==> src/rtl/sdiv_pkg.sv <==
`timescale 1ns/1ps
package sdiv_pkg;
   typedef enum logic [1:0] {
      ST_IDLE = 2'd0,
      ST_NEG  = 2'd1,
      ST_RUN  = 2'd2
   } sdiv_state_e;
endpackage

==> src/rtl/sdiv_prep.sv <==
`timescale 1ns/1ps
// Operand extension for full and half width, plus operand sign detection.
module sdiv_prep #(
   parameter int W = 64
) (
   input  logic [W-1:0] a,
   input  logic [W-1:0] b,
   input  logic         sgn,
   input  logic         half,
   output logic [W-1:0] ea,
   output logic [W-1:0] eb,
   output logic         a_neg,
   output logic         b_neg
);
   localparam int H = W / 2;

   logic [W-1:0] a_half, b_half;

   always_comb begin
      a_half = sgn ? {{H{a[H-1]}}, a[H-1:0]} : {{H{1'b0}}, a[H-1:0]};
      b_half = sgn ? {{H{b[H-1]}}, b[H-1:0]} : {{H{1'b0}}, b[H-1:0]};
      ea     = half ? a_half : a;
      eb     = half ? b_half : b;
      a_neg  = sgn & ea[W-1];
      b_neg  = sgn & eb[W-1];
   end
endmodule

==> src/rtl/sdiv_step.sv <==
`timescale 1ns/1ps
// One iteration: either a single restoring step or a SKIP-bit zero retire.
module sdiv_step #(
   parameter int W    = 64,
   parameter int SKIP = 8,
   parameter int CW   = 7
) (
   input  logic [2*W-1:0] acc,
   input  logic [W-1:0]   quot,
   input  logic [W-1:0]   dvs,
   input  logic [CW-1:0]  cnt,
   output logic [2*W-1:0] acc_nx,
   output logic [W-1:0]   quot_nx,
   output logic [CW-1:0]  cnt_nx
);
   logic [W:0]   top;
   logic [W:0]   diff;
   logic         ge;
   logic         take;

   generate
      if (SKIP > 0) begin : g_skip
         localparam logic [CW-1:0] LIM = CW'(W - SKIP);
         assign take = (acc[2*W-1:W-SKIP] == '0) && (cnt < LIM);
      end else begin : g_noskip
         assign take = 1'b0;
      end
   endgenerate

   always_comb begin
      top  = acc[2*W-1:W-1];
      ge   = top >= {1'b0, dvs};
      diff = top - {1'b0, dvs};
      if (take) begin
         acc_nx  = acc << SKIP;
         quot_nx = quot << SKIP;
         cnt_nx  = cnt + CW'(SKIP);
      end else begin
         acc_nx  = {(ge ? diff[W-1:0] : top[W-1:0]), acc[W-2:0], 1'b0};
         quot_nx = {quot[W-2:0], ge};
         cnt_nx  = cnt + CW'(1);
      end
   end
endmodule

==> src/rtl/sdiv_fmt.sv <==
`timescale 1ns/1ps
// Result selection, sign correction, half-width extension, zero divisor.
module sdiv_fmt #(
   parameter int W = 64
) (
   input  logic [W-1:0] quot,
   input  logic [W-1:0] rem,
   input  logic         sel_rem,
   input  logic         neg_q,
   input  logic         neg_r,
   input  logic         half,
   input  logic         dz,
   output logic [W-1:0] res
);
   localparam int H = W / 2;

   logic [W-1:0] mag, val;
   logic         neg;

   always_comb begin
      mag = sel_rem ? rem : quot;
      neg = sel_rem ? neg_r : neg_q;
      val = neg ? (~mag + W'(1)) : mag;
      if (dz)
         res = '0;
      else if (half)
         res = {{H{val[H-1]}}, val[H-1:0]};
      else
         res = val;
   end
endmodule

==> src/rtl/sdiv_iter.sv <==
`timescale 1ns/1ps
module sdiv_iter #(
   parameter int W    = 64,
   parameter int SKIP = 8
) (
   input  logic         clk,
   input  logic         rst,
   input  logic         go,
   input  logic [W-1:0] op_a,
   input  logic [W-1:0] op_b,
   input  logic         op_signed,
   input  logic         op_rem,
   input  logic         op_half,
   output logic         done,
   output logic [W-1:0] result
);
   import sdiv_pkg::*;

   localparam int CW = $clog2(W + 1);
   localparam logic [CW-1:0] LAST = CW'(W);

   generate
      if ((W % 2) != 0 || W < 8) begin : g_bad_w
         $error("sdiv_iter: W must be even and at least 8");
      end
      if (SKIP < 0 || SKIP >= W) begin : g_bad_skip
         $error("sdiv_iter: SKIP must be in 0..W-1");
      end
   endgenerate

   sdiv_state_e       state;
   logic [2*W-1:0]    acc_q;
   logic [W-1:0]      quot_q, dvs_q;
   logic [CW-1:0]     cnt_q;
   logic              an_q, bn_q, negq_q, negr_q, rem_q, half_q, dz_q, done_q;
   logic              busy;

   logic [W-1:0]      ea, eb;
   logic              a_neg, b_neg;
   logic [2*W-1:0]    acc_nx;
   logic [W-1:0]      quot_nx;
   logic [CW-1:0]     cnt_nx;

   assign busy = (state != ST_IDLE);

   sdiv_prep #(.W(W)) u_prep (
      .a(op_a), .b(op_b), .sgn(op_signed), .half(op_half),
      .ea(ea), .eb(eb), .a_neg(a_neg), .b_neg(b_neg)
   );

   sdiv_step #(.W(W), .SKIP(SKIP), .CW(CW)) u_step (
      .acc(acc_q), .quot(quot_q), .dvs(dvs_q), .cnt(cnt_q),
      .acc_nx(acc_nx), .quot_nx(quot_nx), .cnt_nx(cnt_nx)
   );

   sdiv_fmt #(.W(W)) u_fmt (
      .quot(quot_q), .rem(acc_q[2*W-1:W]), .sel_rem(rem_q),
      .neg_q(negq_q), .neg_r(negr_q), .half(half_q), .dz(dz_q),
      .res(result)
   );

   always_ff @(posedge clk) begin
      if (rst) begin
         state  <= ST_IDLE;
         acc_q  <= '0;
         quot_q <= '0;
         dvs_q  <= '0;
         cnt_q  <= '0;
         an_q   <= 1'b0;
         bn_q   <= 1'b0;
         negq_q <= 1'b0;
         negr_q <= 1'b0;
         rem_q  <= 1'b0;
         half_q <= 1'b0;
         dz_q   <= 1'b0;
         done_q <= 1'b0;
      end else begin
         done_q <= 1'b0;
         unique case (state)
            ST_IDLE: begin
               if (go) begin
                  acc_q  <= {{W{1'b0}}, ea};
                  dvs_q  <= eb;
                  quot_q <= '0;
                  cnt_q  <= '0;
                  an_q   <= a_neg;
                  bn_q   <= b_neg;
                  negq_q <= a_neg ^ b_neg;
                  negr_q <= a_neg;
                  rem_q  <= op_rem;
                  half_q <= op_half;
                  dz_q   <= (eb == '0);
                  state  <= (a_neg || b_neg) ? ST_NEG : ST_RUN;
               end
            end
            ST_NEG: begin
               if (an_q) acc_q[W-1:0] <= ~acc_q[W-1:0] + W'(1);
               if (bn_q) dvs_q        <= ~dvs_q + W'(1);
               state <= ST_RUN;
            end
            ST_RUN: begin
               acc_q  <= acc_nx;
               quot_q <= quot_nx;
               cnt_q  <= cnt_nx;
               if (cnt_nx == LAST) begin
                  done_q <= 1'b1;
                  state  <= ST_IDLE;
               end
            end
            default: state <= ST_IDLE;
         endcase
      end
   end

   assign done = done_q;
endmodule

==> config.mk <==
export PLATFORM = sky130hd
export DESIGN_NAME = sdiv_iter
export DESIGN_NICKNAME = d
export VERILOG_FILES = /design/src/rtl/sdiv_pkg.sv /design/src/rtl/sdiv_prep.sv /design/src/rtl/sdiv_step.sv /design/src/rtl/sdiv_fmt.sv /design/src/rtl/sdiv_iter.sv
export SDC_FILE = /design/constraint.sdc
export NUM_CORES = 1
export LEC_CHECK = 0
export BUFFER_PORTS_ARGS = -buffer_cell sky130_fd_sc_hd__buf_2
export CORE_ASPECT_RATIO = 1.1
export CORE_MARGIN = 8
export CORE_UTILIZATION = 39
export CTS_CLUSTER_SIZE = 10
export DETAILED_ROUTE_END_ITERATION = 10
export GPL_TIMING_DRIVEN = 0
export PLACE_DENSITY = 0.67
export SLEW_MARGIN = 15
export SYNTH_ARGS = -nofsm -noshare
export SYNTH_HDL_FRONTEND = slang
export SYNTH_SLANG_ARGS = --single-unit
==> constraint.sdc <==
create_clock -name clk -period 18.95 [get_ports clk]
set_clock_uncertainty 0.1 [all_clocks]
set_input_delay 4.7375 -clock clk [delete_from_list [all_inputs] [get_ports clk]]
set_output_delay 4.7375 -clock clk [all_outputs]
set_load 0.05 [all_outputs]
# ---- Word-level counts from Yosys, hierarchy flattened
# Cells that the tools add are included.
dict set report totals {
  regBits 272
  in_bits 134
}
dict set report op_classes {
  n_addsub 6
  order_cmp 2
  n_eq_ne 7
  muxes 29
  n_bitwise 7
  reduce_logical 14
}
# op count
set op_table {}
lappend op_table {{$mux 64} 14}
lappend op_table {{$pmux 64 s2} 3}
lappend op_table {{$mux 128} 2}
lappend op_table {{$add 64x1->64 const B} 3}
lappend op_table {{$not 64->64} 3}
lappend op_table {{$pmux 64 s3} 1}
lappend op_table {{$logic_not 72->1} 1}
lappend op_table {{$ge 65x64->1} 1}
lappend op_table {{$logic_not 64->1} 1}
lappend op_table {{$sub 64x64->64} 1}
lappend op_table {{$mux 7} 2}
lappend op_table {{$pmux 7 s2} 1}
lappend op_table {{$ne 2x2->1 const B} 4}
lappend op_table {{$add 7x1->7 const B} 1}
lappend op_table {{$add 7x4->7 const B} 1}
lappend op_table {{$eq 7x7->1 const B} 1}
lappend op_table {{$lt 7x6->1 const B} 1}
lappend op_table {{$mux 2} 3}
lappend op_table {{$pmux 2 s3} 1}
lappend op_table {{$reduce_and 2->1} 3}
lappend op_table {{$reduce_and 3->1} 2}
lappend op_table {{$reduce_bool 2->1} 2}
lappend op_table {{$reduce_bool 3->1} 1}
lappend op_table {{$and 1x1->1} 2}
lappend op_table {{9 further kinds} 10}

# ---- Longest topological paths before layout
dict set report depth {
  word_depth 7
  mapped_depth 21
  mapped_depth_nobuf 14
}

# ---- Modules after synthesis
# Synthesis repeated with hierarchy kept, for this count alone.
dict set report unflattened {
  cells_unflattened 3609
  area_unflattened_um2 25669.6
}
# mod instances cells_each area_per_inst_um2
set modules_own_cells {}
lappend modules_own_cells {sdiv_iter 1 1668 13864.5}
lappend modules_own_cells {sdiv_step 1 1183 6809.0}
lappend modules_own_cells {sdiv_fmt 1 547 3676.0}
lappend modules_own_cells {sdiv_prep 1 211 1320.0}

# ---- Worst setup path before layout
# No wires, ideal clock.
dict set report synth_path {
  path_type {register to output}
  startpoint {register rem_q}
  endpoint {output port result[56]}
  arrival_time_ps 5606
  required_time_ps 14113
  setup_slack_ps 8506
  path_stages_with_launch 22
  path_buffers 10
  cell_sequence {dfxtp_1 -> buf_2 -> buf_2 -> buf_2 -> buf_2 -> buf_2 -> buf_2 -> buf_2 -> buf_2 -> buf_2 -> buf_2 -> mux2i_1 -> ha_1 -> o21ai_0 -> nor4_1 -> and2_1 -> and4_1 -> nand2_1 -> nor4_1 -> a21oi_1 -> xor2_1 -> a21boi_0}
}
dict set report synth_between {
  elab_chain_cells 6
  elab_cells_between_ends 7
}
# item line
set synth_rtl {}
lappend synth_rtl {{start: declaration} sdiv_iter.sv:35} ;# logic an_q, bn_q, negq_q, negr_q, rem_q, half_q, dz_q, done_q;
lappend synth_rtl {{start signal: assignment} sdiv_iter.sv:90} ;# rem_q <= op_rem;
lappend synth_rtl {{$mux 64} sdiv_fmt.sv:21} ;# mag = sel_rem ? rem : quot;
lappend synth_rtl {{$not 64->64} sdiv_fmt.sv:23} ;# val = neg ? (~mag + W'(1)) : mag;
lappend synth_rtl {{$add 64x1->64} sdiv_fmt.sv:23}
lappend synth_rtl {{$mux 64 *} sdiv_fmt.sv:23}
lappend synth_rtl {{$mux 64 *} sdiv_fmt.sv:26} ;# else if (half)
lappend synth_rtl {{$mux 64 *} sdiv_fmt.sv:24} ;# if (dz)
lappend synth_rtl {{end: declaration} sdiv_iter.sv:15} ;# output logic [W-1:0] result
# Mark *: on every way between the ends. The rest lies on a longest branch, timed or not.

# ---- Worst setup path in the final report
dict set report layout_path {
  startpoint {register rem_q}
  endpoint {output port result[60]}
}
# Same word-level chain as after synthesis.

==> metrics.csv <==
stage,metric,value,unit
status,status,"finished, final reports clean",
global_route,largest net degree at the start of global routing,11,
yosys,Area contributors post-synth,"dfxtp_1, mux2i_1, a21oi_1",
floorplanning,Row Count,92,
power_and_ir_drop,Int Pwr,1.546,mW
yosys,number of synthesized flops with an enable pin,0,
timing,"Setup violations, final",0,
clocking,clock edge transition at the registers on the reported setup and hold paths,0.05,ns
yosys,"Primary FF master, synth",dfxtp_1,
yosys,"Cell Area, Synth",22600,um^2
floorplanning,Initial Util,39.42,%
timing,post-route minimum period,12.71,ns
global_route,total grt overflow,0,
hold_path,Min-Delay Path Class,reg -> reg,
run,max cap viols,0,
worst_setup_path,Worst path max stage delay,0.62,ns
yosys,share of the synthesized area in the top cell type,24.10,%
timing,period utilization,67.06,%
timing,Final Max Tran Viols,0,
floorplanning,IO Pins,199,
placement,IO buf count,197,
yosys,"Distinct cells, synth",84,
cells_and_area,fraction of layout cells with a size suffix above 1,9.518,%
yosys,largest area contributor in the netlist,dfxtp_1,
timing,Setup TNS,0,ns
worst_setup_path,CP required,14.11,ns
power_and_ir_drop,Clk network pwr share,23.2,%
power_and_ir_drop,sw frac,47.62,%
cells_and_area,"final std cell area, no fill",25660,um^2
timing,Max Clock Freq,78.69,MHz
worst_setup_path,Worst setup SP type,flip-flop,
timing,max_slew headroom,20.80,%
power_and_ir_drop,Logic pwr share,51.0,%
yosys,#FFs+latches synth,272,
clocking,Clock H-tree levels,2,
worst_setup_path,Setup CP Type,reg -> out,
global_route,initial antenna violation count,1,
clocking,post-CTS sizing,0,
placement,GPL Wtd Cong,0.9976,
timing,RSZ-0062 raised after global routing,no,
cells_and_area,Fillers,5995,
yosys,Mapped Cells,3155,
routing,drt pass-1 iters,6,
worst_setup_path,CP endpoint kind,output pin,
power_and_ir_drop,Psw,1.405,mW
yosys,Synth Net Count,3363,
clocking,CTS tree,yes,
power_and_ir_drop,P_leak,10.55,nW
worst_setup_path,Worst Path Max Fanout,10,
placement,placed instance area,24530,um^2
timing,final hold violations,0,
timing,Slew @ Worst Pin,1.179,ns
routing,post-route ant nets,0,
worst_setup_path,worst path arrival time,7.87,ns
routing,vias per cell,6.261,
global_route,vias in the first global route,24290,
routing,DR vias,26030,
yosys,Syn Area/Cell,7.162,um^2
routing,routed length per instance,23.98,um
clocking,Root Buffer,clkbuf_16,
clocking,# Post-CTS Setup Buffers,0,
floorplanning,Die Ht,268.5,um
worst_setup_path,CP top delay family,buffers and inverters,
cells_and_area,NumNets Final,3598,
global_route,first-pass GRT wire length,147900,um
floorplanning,Die ar.,65910,um^2
floorplanning,Die W,245.5,um
routing,DR DRC count,0,
worst_setup_path,crit path cell chain,"buf_2, buf_2, buf_2, buf_2, buf_2, buf_2, buf_2, buf_2, buf_2, buf_2, mux2i_1, ha_1, o21ai_0, nor4_1, and2_1, and4_1, nand2_1, nor4_1, a21oi_1, xor2_1, a21boi_0, buf_2",
clocking,CTS sink cnt,272,
cells_and_area,area delta synth->final,13.54,%
placement,Detail Placement HPWL,77060,um
floorplanning,CORE AREA,57330,um^2
clocking,clk_lat worst skew,0.56,ns
worst_setup_path,worst path buffer plus inverter count,11,
global_route,GR Util All Layers,28.67,%
clocking,CTS Buffer Depth,3,
power_and_ir_drop,power density cells,115.0,nW/um^2
routing,Iteration-0 DRC Markers,3204,
worst_setup_path,CP max stage cell,nor4_1,
yosys,share of synthesized registers carrying an async set or reset,0,%
clocking,CTS buffer count,36,
power_and_ir_drop,maximum vdd ir drop,0.00008129,V
clocking,hold_buf cts,0,
routing,final WL,99690,um
power_and_ir_drop,Flop pwr share,25.8,%
worst_setup_path,most frequent CP cell,buf_2,
yosys,Synth Warn #,0,
yosys,post-synthesis sequential area ratio,24.10,%
[synth_stat cells (all sizes together), types with 6 or more instances]
library cell and count:
inv 129, or4 27, o211ai 16, dfxtp 272, a22oi 18, or2 15
a21oi 353, o221ai 32, xor2 54, a211oi 45, nor2 421, nor2b 15
o21ai 210, nand3 55, and4 6, o21bai 13, xnor2 77, clkbuf 195
a41oi 10, a31oi 29, nand2b 16, a32oi 27, mux2i 209, a21boi 35
nand4 46, a221oi 14, and3 14, nor3b 13, nor4 60, nor3 105
buf 40, o21a 12, a2bb2oi 17, ha 73, or3 39, nand3b 11
a21o 31, and2 18, nand2 234, o31ai 42, mux2 14, o22ai 32
[power by group through the flow]
stage / Sequential (mW) / Clock (mW) / Combinational (mW)
after global routing: 0.771 / 0.707 / 1.60
after floorplan: 0.728 / 0 / 1.05
after CTS: 0.754 / 0.685 / 1.46
final: 0.763 / 0.684 / 1.50
after detailed placement: 0.766 / 0 / 1.46
after global placement: 0.766 / 0 / 1.45
[final timing paths]
| check | from | endpoint | slack, ns | cells past startpoint |
|---|---|---|---|---|
| worst max-delay path | rem_q | result[60] | 6.24 | 22 |
| worst min-delay path | quot_q[63] | quot_q[63] | 0.38 | 2 |
| worst max register to register | acc_q[64] | acc_q[13] | 13.60 | 11 |
| worst min register to register | quot_q[63] | quot_q[63] | 0.38 | 2 |
[tightest hold or removal path, delay by kind of cell, from the launching register on]
| kind | cells | cell delay, ns |
|---|---|---|
| DFF | 1 | 0.32 |
| AOI/OAI and AO/OA | 1 | 0.06 |
| and+or+nand+nor | 1 | 0.07 |
[per-stage QoR]
step / cells / hold slack [ns] / utilization [%] / worst slack (ns) / total power [mW]
global placement: 4104 / 0.3632 / 42.78 / 6.952 / 2.218
finish: 4157 / 0.3843 / 44.76 / 6.241 / 2.951
floorplan: 3155 / 0.3456 / - / 8.506 / 1.776
detailed placement: 4104 / 0.3765 / 42.79 / 6.924 / 2.223
CTS: 4156 / 0.3874 / 44.74 / 6.344 / 2.901
global route: 4156 / 0.4071 / 44.75 / 5.993 / 3.079
[placed cells by master, fill, tap and decap left out, drive strengths merged, types with 15 or more instances in the layout]
cell / Yosys / routed
a21oi: 353 / 353
nand3: 55 / 55
a21boi: 35 / 35
a31oi: 29 / 29
nor2: 421 / 421
ha: 73 / 73
xnor2: 77 / 77
o211ai: 16 / 16
xor2: 54 / 54
buf: 40 / 237
a2bb2oi: 17 / 17
a32oi: 27 / 27
a22oi: 18 / 18
nor4: 60 / 60
or4: 27 / 27
nand2: 234 / 234
inv: 129 / 129
o22ai: 32 / 32
mux2i: 209 / 209
clkbuf: 195 / 241
or2: 15 / 15
nor3: 105 / 105
o21ai: 210 / 210
o221ai: 32 / 32
nand4: 46 / 46
dfxtp: 272 / 272
or3: 39 / 39
and2: 18 / 18
o31ai: 42 / 42
nand2b: 16 / 16
a21o: 31 / 31
nor2b: 15 / 15
a211oi: 45 / 45
[area by class of cell]
cell class | instances | area [um^2] | area share [%]
clock buffers | 46 | 1010 | 3.936
well taps | 752 | 940.9 | 3.667
clock inverters | 6 | 108.9 | 0.4243
repair buffers | 197 | 985.9 | 3.843
inverters | 130 | 488.0 | 1.902
flip-flops and latches | 272 | 5445 | 21.22
diodes | 1 | 2.502 | 0.009754
multi-input cells | 2518 | 15740 | 61.35
plain buffers | 235 | 934.6 | 3.643
[cell families after synthesis]
group	count (synthesis)	share of synthesized area (%)
XOR/XNOR	131	5.078
AND/OR/NAND/NOR	1107	23.40
flip-flops	272	24.10
multiplexers	223	9.956
buffers and inverters	365	6.296
adder cells (fa/ha/maj)	74	4.131
AO/OA/AOI/OAI	983	27.04
[sequential cells by signal (all words and copies together) (netlist names)]
signal	count
done	1
cnt_q	7
bn_q	1
half_q	1
acc_q	128
dvs_q	64
dz_q	1
rem_q	1
state	2
negq_q	1
negr_q	1
quot_q	64
[routing by layer]
metal	vias to the layer above	track usage, %	part of all wire (%)	wire length [um]
li1	12010	-	-	-
met1	12200	36.61	40	40190
met2	1500	46.41	45	44390
met3	322	4.021	9.3	9289
met4	2	15.68	5.8	5800
met5	-	0	0.013	13
Power figures use the tool's default switching activity.
